`src/rtl/cfg_io_port_pkg.sv`:
```
package cfg_io_port_pkg;

  typedef enum logic [1:0] {
    OFS_DATA = 2'd0,
    OFS_DIR  = 2'd1,
    OFS_MODE = 2'd2,
    OFS_PINS = 2'd3
  } reg_ofs_e;

endpackage

```
`src/rtl/cfg_io_port_rst_sync.sv`:
```
module cfg_io_port_rst_sync (
  input  logic clk,
  input  logic arst_n,
  output logic rst_n_o
);

  logic [1:0] stage_q;

  always_ff @(posedge clk or negedge arst_n) begin
    if (!arst_n) begin
      stage_q <= 2'b00;
    end else begin
      stage_q <= {stage_q[0], 1'b1};
    end
  end

  assign rst_n_o = stage_q[1];

endmodule

```
`src/rtl/cfg_io_port_sync.sv`:
```
module cfg_io_port_sync #(
  parameter int W = 8
) (
  input  logic         clk,
  input  logic         rst_n,
  input  logic [W-1:0] d,
  output logic [W-1:0] q
);

  logic [W-1:0] meta_q;
  logic [W-1:0] held_q;

  always_ff @(posedge clk or negedge rst_n) begin
    if (!rst_n) begin
      meta_q <= '0;
      held_q <= '0;
    end else begin
      meta_q <= d;
      held_q <= meta_q;
    end
  end

  assign q = held_q;

endmodule

```
`src/rtl/cfg_io_port_regs.sv`:
```
module cfg_io_port_regs
  import cfg_io_port_pkg::*;
#(
  parameter int REG_W        = 8,
  parameter int PIN_COUNT    = 8,
  parameter bit HAS_ADDR_OUT = 1'b1
) (
  input  logic                 clk,
  input  logic                 rst_n,
  input  logic                 wr_en,
  input  reg_ofs_e             wr_ofs,
  input  logic [REG_W-1:0]     wr_data,
  input  logic [REG_W-1:0]     addr_in,
  input  logic                 addr_stb,
  output logic [PIN_COUNT-1:0] data_q,
  output logic [PIN_COUNT-1:0] dir_q,
  output logic [PIN_COUNT-1:0] mode_q,
  output logic [PIN_COUNT-1:0] alat_q
);

  logic [PIN_COUNT-1:0] data_d;
  logic [PIN_COUNT-1:0] dir_d;
  logic                 data_en;
  logic                 dir_en;

  always_comb begin
    data_en = wr_en && (wr_ofs == OFS_DATA);
    dir_en  = wr_en && (wr_ofs == OFS_DIR);
    data_d  = data_q;
    dir_d   = dir_q;
    if (data_en) data_d = wr_data[PIN_COUNT-1:0];
    if (dir_en)  dir_d  = wr_data[PIN_COUNT-1:0];
  end

  always_ff @(posedge clk or negedge rst_n) begin
    if (!rst_n) begin
      data_q <= '0;
      dir_q  <= '0;
    end else begin
      data_q <= data_d;
      dir_q  <= dir_d;
    end
  end

  generate
    if (HAS_ADDR_OUT) begin : g_mode
      logic [PIN_COUNT-1:0] mode_d;
      logic [PIN_COUNT-1:0] alat_d;
      logic                 mode_en;

      always_comb begin
        mode_en = wr_en && (wr_ofs == OFS_MODE);
        mode_d  = mode_q;
        alat_d  = alat_q;
        if (mode_en)  mode_d = wr_data[PIN_COUNT-1:0];
        if (addr_stb) alat_d = addr_in[PIN_COUNT-1:0];
      end

      always_ff @(posedge clk or negedge rst_n) begin
        if (!rst_n) begin
          mode_q <= '0;
          alat_q <= '0;
        end else begin
          mode_q <= mode_d;
          alat_q <= alat_d;
        end
      end
    end else begin : g_no_mode
      assign mode_q = '0;
      assign alat_q = '0;
    end
  endgenerate

endmodule

```
`src/rtl/cfg_io_port_pinmux.sv`:
```
module cfg_io_port_pinmux #(
  parameter int PIN_COUNT = 8
) (
  input  logic [PIN_COUNT-1:0] data_q,
  input  logic [PIN_COUNT-1:0] dir_q,
  input  logic [PIN_COUNT-1:0] mode_q,
  input  logic [PIN_COUNT-1:0] alat_q,
  input  logic [PIN_COUNT-1:0] pt_oe,
  output logic [PIN_COUNT-1:0] pin_out,
  output logic [PIN_COUNT-1:0] pin_oe
);

  generate
    for (genvar i = 0; i < PIN_COUNT; i++) begin : g_pin
      assign pin_out[i] = mode_q[i] ? alat_q[i] : data_q[i];
      assign pin_oe[i]  = dir_q[i] | pt_oe[i];
    end
  endgenerate

endmodule

```
`src/rtl/cfg_io_port.sv`:
```
module cfg_io_port
  import cfg_io_port_pkg::*;
#(
  parameter int REG_W        = 8,
  parameter int PIN_COUNT    = 8,
  parameter bit HAS_ADDR_OUT = 1'b1
) (
  input  logic                 clk,
  input  logic                 arst_n,
  input  logic                 reg_wr,
  input  logic [1:0]           reg_addr,
  input  logic [REG_W-1:0]     reg_wdata,
  output logic [REG_W-1:0]     reg_rdata,
  input  logic [REG_W-1:0]     bus_addr,
  input  logic                 addr_stb,
  input  logic [PIN_COUNT-1:0] pt_oe,
  input  logic [PIN_COUNT-1:0] pin_in,
  output logic [PIN_COUNT-1:0] pin_out,
  output logic [PIN_COUNT-1:0] pin_oe
);

  logic                 rst_int_n;
  logic [PIN_COUNT-1:0] data_q;
  logic [PIN_COUNT-1:0] dir_q;
  logic [PIN_COUNT-1:0] mode_q;
  logic [PIN_COUNT-1:0] alat_q;
  logic [PIN_COUNT-1:0] pins_sync;
  reg_ofs_e             ofs;

  assign ofs = reg_ofs_e'(reg_addr);

  cfg_io_port_rst_sync u_rst (
    .clk     (clk),
    .arst_n  (arst_n),
    .rst_n_o (rst_int_n)
  );

  cfg_io_port_regs #(
    .REG_W        (REG_W),
    .PIN_COUNT    (PIN_COUNT),
    .HAS_ADDR_OUT (HAS_ADDR_OUT)
  ) u_regs (
    .clk      (clk),
    .rst_n    (rst_int_n),
    .wr_en    (reg_wr),
    .wr_ofs   (ofs),
    .wr_data  (reg_wdata),
    .addr_in  (bus_addr),
    .addr_stb (addr_stb),
    .data_q   (data_q),
    .dir_q    (dir_q),
    .mode_q   (mode_q),
    .alat_q   (alat_q)
  );

  cfg_io_port_sync #(.W(PIN_COUNT)) u_sync (
    .clk   (clk),
    .rst_n (rst_int_n),
    .d     (pin_in),
    .q     (pins_sync)
  );

  cfg_io_port_pinmux #(.PIN_COUNT(PIN_COUNT)) u_mux (
    .data_q  (data_q),
    .dir_q   (dir_q),
    .mode_q  (mode_q),
    .alat_q  (alat_q),
    .pt_oe   (pt_oe),
    .pin_out (pin_out),
    .pin_oe  (pin_oe)
  );

  always_comb begin
    reg_rdata = '0;
    unique case (ofs)
      OFS_DATA: reg_rdata[PIN_COUNT-1:0] = data_q;
      OFS_DIR:  reg_rdata[PIN_COUNT-1:0] = dir_q;
      OFS_MODE: reg_rdata[PIN_COUNT-1:0] = mode_q;
      OFS_PINS: reg_rdata[PIN_COUNT-1:0] = pins_sync;
      default:  reg_rdata = '0;
    endcase
  end

endmodule

```
`config.mk`:
```
export PLATFORM = sky130hd
export DESIGN_NAME = cfg_io_port
export DESIGN_NICKNAME = d
export VERILOG_FILES = /design/src/rtl/cfg_io_port_pkg.sv /design/src/rtl/cfg_io_port_rst_sync.sv /design/src/rtl/cfg_io_port_sync.sv /design/src/rtl/cfg_io_port_regs.sv /design/src/rtl/cfg_io_port_pinmux.sv /design/src/rtl/cfg_io_port.sv
export SDC_FILE = /design/constraint.sdc
export NUM_CORES = 1
export LEC_CHECK = 0
export BUFFER_PORTS_ARGS = -buffer_cell sky130_fd_sc_hd__buf_4
export CAP_MARGIN = 20
export CORE_MARGIN = 3
export CORE_UTILIZATION = 50
export DETAILED_ROUTE_END_ITERATION = 8
export GPL_ROUTABILITY_DRIVEN = 0
export HOLD_SLACK_MARGIN = 0.08
export PLACE_DENSITY = 0.78
export SYNTH_ARGS = -nofsm -noshare
export SYNTH_HDL_FRONTEND = slang
export SYNTH_SLANG_ARGS = --single-unit
```
`constraint.sdc`:
```
create_clock -name clk -period 2.78 [get_ports clk]
set_input_delay 0.556 -clock clk [delete_from_list [all_inputs] [get_ports clk]]
set_output_delay 0.556 -clock clk [all_outputs]
set_load 0.1 [all_outputs]
```
==> results of run 1 <==
==> how the worst max path moves through the flow <==
stage | start | to | slack (ps) | cells past startpoint
4_1_cts | reg_addr[0] | reg_rdata[2] | 610 | 3
6_report | reg_addr[0] | reg_rdata[2] | 610 | 3
5_1_grt | reg_addr[0] | reg_rdata[7] | 580 | 3
3_3_place_gp | reg_addr[0] | reg_rdata[2] | 610 | 3
2_1_floorplan | reg_addr[1] | reg_rdata[3] | 480 | 2
3_5_place_dp | reg_addr[0] | reg_rdata[1] | 600 | 3
==> state kept, by name, indices dropped and copies added (netlist names) <==
| register | count |
|---|---|
| u_regs.alat_q | 8 |
| u_regs.data_q | 8 |
| u_regs.dir_q | 8 |
| u_regs.mode_q | 8 |
| u_sync.meta_q | 8 |
| u_sync.q | 8 |
| u_rst.stage_q | 2 |
==> metrics by stage <==
stage	instance area (sq um)	utilization, %
after floorplan	2040	-
after global placement	2530	66.7
after detailed placement	2530	66.7
after CTS	2660	69.9
after global routing	2680	70.5
final	2680	70.5
==> routing by layer <==
layer	track usage (%)	vias to the layer above	wire length, um
met5	0	-	0
met4	5.11	0	38
met3	6.67	4	252
met2	29.6	44	2080
met1	20.4	608	1620
li1	-	552	-
==> worst max-delay path: cells and delay by family <==
family,cells,cell delay (ps)
multiplexers,1,580
buffers and inverters,2,470
==> layout make-up <==
| class | instances | share of cell area, % |
|---|---|---|
| Clock inverter | 2 | 1.45 |
| Sequential cell | 50 | 46.8 |
| Multi-Input combinational cell | 60 | 28.6 |
| Tap cell | 48 | 2.24 |
| Timing Repair Buffer | 63 | 18.2 |
| Clock buffer | 6 | 2.71 |
==> report_power, final <==
group          internal, uW  switching, uW
registers               818           57.8
clock network           270            232
logic                   255            596
total                  1340            885
==> logic make-up after synthesis <==
family,Yosys count,share of synthesized area (%)
buf+inv,3,0.983
flops,50,61.5
mux,48,32.5
other cells,1,0.184
simple gates,11,4.92
==> Yosys cell counts, drive strengths merged <==
master	number
clkbuf	1
nand3b	2
conb	1
dfrtp	50
buf	2
nor3b	1
mux2	40
or2	8
mux4	8
==> repair_timing <==
action / in CTS / in global routing
hold buffers: 1 / 0
endpoints found under the hold margin: 2 / 0
gates resized for setup: 0 / 0
==> flow_summary_export.csv, run 1 <==
group,metric,value,unit
worst_setup_path,rrSetupSlack,1980,ps
worst_setup_path,worstSetupStartpointType,"input port",
worst_setup_path,crit_type,"input port to output pin",
clock_tree,cts_buffers,5,
worst_setup_path,reg2reg_from,"u_regs.mode_q[0]",
timing,fin_ws,609,ps
yosys,synth_area,0.00204,sq mm
layout,instances_no_fill,229,
yosys,syn-num-nets,151,
grt,grt_pass1_vias,1313,
grt,grt-ovfl-total,0,
die,coreArea,0.00380,sq mm
timing,final_hold_viol_count,0,
place,dp_hpwl,2810,um
timing,setup_viol,0,
worst_setup_path,cp_common_cell,"buf_4",
timing,finalCritPeriodShare,78.1,%
layout,multi_input_area,764,sq um
detailed_routing,vias,1208,
grt,antenna_found_initial,0,
yosys,ys_ff_latch,50,
layout,final_nets,218,
worst_setup_path,cp_data_required_time,2220,ps
die,dieArea,0.00487,sq mm
die,ioPinCount,62,
worst_setup_path,r2r-end,"u_regs.mode_q[0]",
worst_setup_path,cp_cell_sequence,"buf_4, mux4_1, buf_4",
layout,final_common_cell,"buf_4",
power,peakVddDrop,519,uV
clock_tree,post_cts_buffers,0,
worst_setup_path,endpoint_kind,"output pin",
timing,timing.setup.tns,0,ps
timing,grt_setup_unrepaired,"no",
detailed_routing,wire_per_inst,17.4,um
detailed_routing,drt_first_pass_iters,4,
timing,finClkSkew,15.7,ps
worst_setup_path,critPathArrivalTime,1620,ps
timing,final_max_slew_viol_count,0,
place,dp.cells,219,
yosys,synth_area_per_cell,18.0,sq um
timing,min_period,2170,ps
yosys,ys_top_cells_by_area,"dfrtp_1, mux2_2, mux4_1",
detailed_routing,via_per_inst,5.28,
status,status,"complete, no violations",
layout,area_growth,31.5,%
min_path,hp-class,"flip-flop to asynchronous set/reset pin",
die,fp.dieH,69.8,um
layout,final_cell_mix,"buf_4, dfrtp_1, mux2_2, mux4_1, or2_2",
power,power_density,833,mW/mm^2
clock_tree,clk_latency,310,ps
power,leakagePower,0.00125,uW
place,port_buffers,61,
layout,diodes,0,
die,rows,22,
detailed_routing,drcViolationCount,0,
detailed_routing,totalWireLength,3990,um
die,initial_core_util,53.6,%
detailed_routing,drt-initial-drc-count,63,
timing,whs,86.4,ps
detailed_routing,ant_nets,0,
layout,seqCellArea,0.00125,sq mm
clock_tree,clkTransAtPathRegs,100,ps
layout,drive_gt1_share,66.9,%
worst_setup_path,crit_fanout,11,
yosys,netlist_instances,113,
clock_tree,clk_path_buf_depth,2,
worst_setup_path,critical_path.slowest_cell,"mux4_1",
yosys,yosysTopAreaCell,"dfrtp_1",
job,timing.max_cap.violations,0,
clock_tree,clock_sinks,50,
yosys,ys_warn_count,0,
layout,fillCellCount,265,
grt,grt_start_max_net_pins,49,
clock_tree,htreeDepth,2,
yosys,yosysSeqAreaShare,61.5,%
clock_tree,clockRootBuffer,"clkbuf_8",
worst_setup_path,crit_path_max_incr_delay,580,ps
worst_setup_path,r2r_cells,1,
power,power.total,2230,uW
die,die_w,69.8,um
yosys,synth.top_cell.area_share,61.5,%
grt,grt_pass1_wl,6350,um
place,dp_slack,603,ps
clock_tree,tritoncts,"done",
grt,grt_usage,17.4,%
timing,fmax,461,MHz
yosys,yosysUniqueCellTypes,11,
No activity file was read; power rests on OpenSTA's default activity.
==> run 2, diff against run 1 <==
CORE_UTILIZATION = 45   (was 50)
PLACE_DENSITY = 0.74   (was 0.78)
clock period = 1.8 ns   (was 2.78 ns; I/O delays follow)
==> flow_summary_export.csv, run 2 (synthesized netlist as in run 1, its figures left out) <==
group,metric,value,unit
job,timing.max_cap.violations,0,
place,dp_slack,63.7,ps
timing,tightest_slew,565,ps
detailed_routing,drt_first_pass_iters,4,
grt,grt_usage,17.7,%
clock_tree,htreeDepth,2,
detailed_routing,vias,1202,
clock_tree,tritoncts,"done",
die,ioPinCount,62,
place,port_buffers,61,
worst_setup_path,crit_fanout,3,
layout,area_growth,34.5,%
detailed_routing,wire_per_inst,17.8,um
timing,fin_ws,39.1,ps
place,post_dp_cell_area,0.00258,sq mm
worst_setup_path,path_buf_inv,1,
detailed_routing,ant_nets,0,
clock_tree,clockRootBuffer,"clkbuf_8",
layout,final_cell_mix,"buf_4, dfrtp_1, mux2_2, mux4_2, or2_2",
die,dieArea,0.00537,sq mm
die,coreArea,0.00417,sq mm
die,die_w,73.3,um
timing,finalCritPeriodShare,97.8,%
worst_setup_path,critPathArrivalTime,1400,ps
timing,grt_setup_unrepaired,"yes",
worst_setup_path,endpoint_kind,"output pin",
clock_tree,cts_buffers,5,
layout,final_nets,222,
min_path,hp-class,"input port to flip-flop",
grt,antenna_found_initial,0,
layout,drive_gt1_share,72.4,%
layout,final_common_cell,"buf_4",
clock_tree,clk_latency,300,ps
place,dp_hpwl,3110,um
timing,final_max_slew_viol_count,0,
layout,stdcell_area,0.00274,sq mm
die,fp.dieH,73.3,um
grt,grt_pass1_vias,1375,
grt,grt_pass1_wl,6870,um
detailed_routing,drt-initial-drc-count,29,
worst_setup_path,cpLargestDelayFamily,"multiplexers",
worst_setup_path,crit_type,"flip-flop to output pin",
power,leakagePower,0.00125,uW
worst_setup_path,critical_path.slowest_cell,"mux4_2",
worst_setup_path,cp_data_required_time,1440,ps
detailed_routing,drcViolationCount,0,
timing,finClkSkew,1.96,ps
timing,min_period,1760,ps
timing,final_hold_viol_count,0,
worst_setup_path,worstSetupStartpointType,"flip-flop",
worst_setup_path,crit_path_max_incr_delay,490,ps
power,power_density,1290,mW/mm^2
detailed_routing,via_per_inst,5.11,
status,status,"complete, no violations",
worst_setup_path,cp_cell_sequence,"mux4_2, buf_8",
clock_tree,clkTransAtPathRegs,90,ps
layout,diodes,0,
detailed_routing,totalWireLength,4190,um
grt,grt-ovfl-total,0,
die,initial_core_util,48.8,%
power,peakVddDrop,833,uV
clock_tree,clock_sinks,50,
timing,setup_viol,0,
die,rows,23,
layout,fillCellCount,309,
timing,max_slew_margin,62.3,%
timing,fmax,568,MHz
clock_tree,clk_path_buf_depth,2,
grt,grt_start_max_net_pins,26,
[run 2: per-layer routing]
metal	share of wire [%]	global-route usage [%]	up-vias
li1	-	-	547
met1	41	21.9	601
met2	51	30.0	48
met3	6.6	4.92	6
met4	1.4	5.53	0
met5	0	0	-
[run 2: final timing paths]
path / start / to / slack (ps) / cells past startpoint
worst min-delay path: pin_in[5] / u_sync.meta_q[5] / 160 / 1
max in group asynchronous: u_rst.stage_q[1] / u_regs.alat_q[4] / 1010 / 1
worst max register to register: u_regs.dir_q[1] / u_regs.dir_q[1] / 1000 / 1
worst min register to register: u_rst.stage_q[1] / u_sync.meta_q[6] / 270 / 0
worst max-delay path: u_regs.mode_q[2] / reg_rdata[2] / 40 / 2
min in group asynchronous: u_rst.stage_q[1] / u_sync.meta_q[6] / 270 / 0
[run 2: stage by stage]
| stage | total power [uW] | instances | util (%) | TNS [ps] | hold WS, ps |
|---|---|---|---|---|---|
| detailed placement | 2710 | 226 | 61.9 | 0 | 143 |
| global route | 3660 | 235 | 65.6 | -2.37 | 145 |
| floorplan | 2420 | 113 | - | -310 | 64.4 |
| global placement | 2670 | 226 | 61.9 | 0 | 142 |
| finish | 3520 | 235 | 65.6 | 0 | 161 |
| CTS | 3510 | 235 | 65.4 | -9.89 | 150 |
[run 2: final cells by class]
| class | instances | area, sq um | area share [%] |
|---|---|---|---|
| clock buffer | 5 | 68.8 | 2.51 |
| tap | 50 | 62.6 | 2.29 |
| multi-input combinational | 60 | 734 | 26.8 |
| sequential | 50 | 1250 | 45.7 |
| timing repair buffer | 67 | 579 | 21.2 |
| clock inverter | 3 | 40.0 | 1.46 |
[run 2: timing repair]
item / CTS / global route
hold buffers: 1 / 0
endpoints found under the setup margin: 7 / 7
resized for setup: 9 / 14
hold endpoints to repair: 2 / 0
setup buffers: 0 / 0
[run 2: power by group]
group          internal, uW  switching, uW
combinational           454            927
clock                   409            360
sequential             1260            104
total                  2130           1390
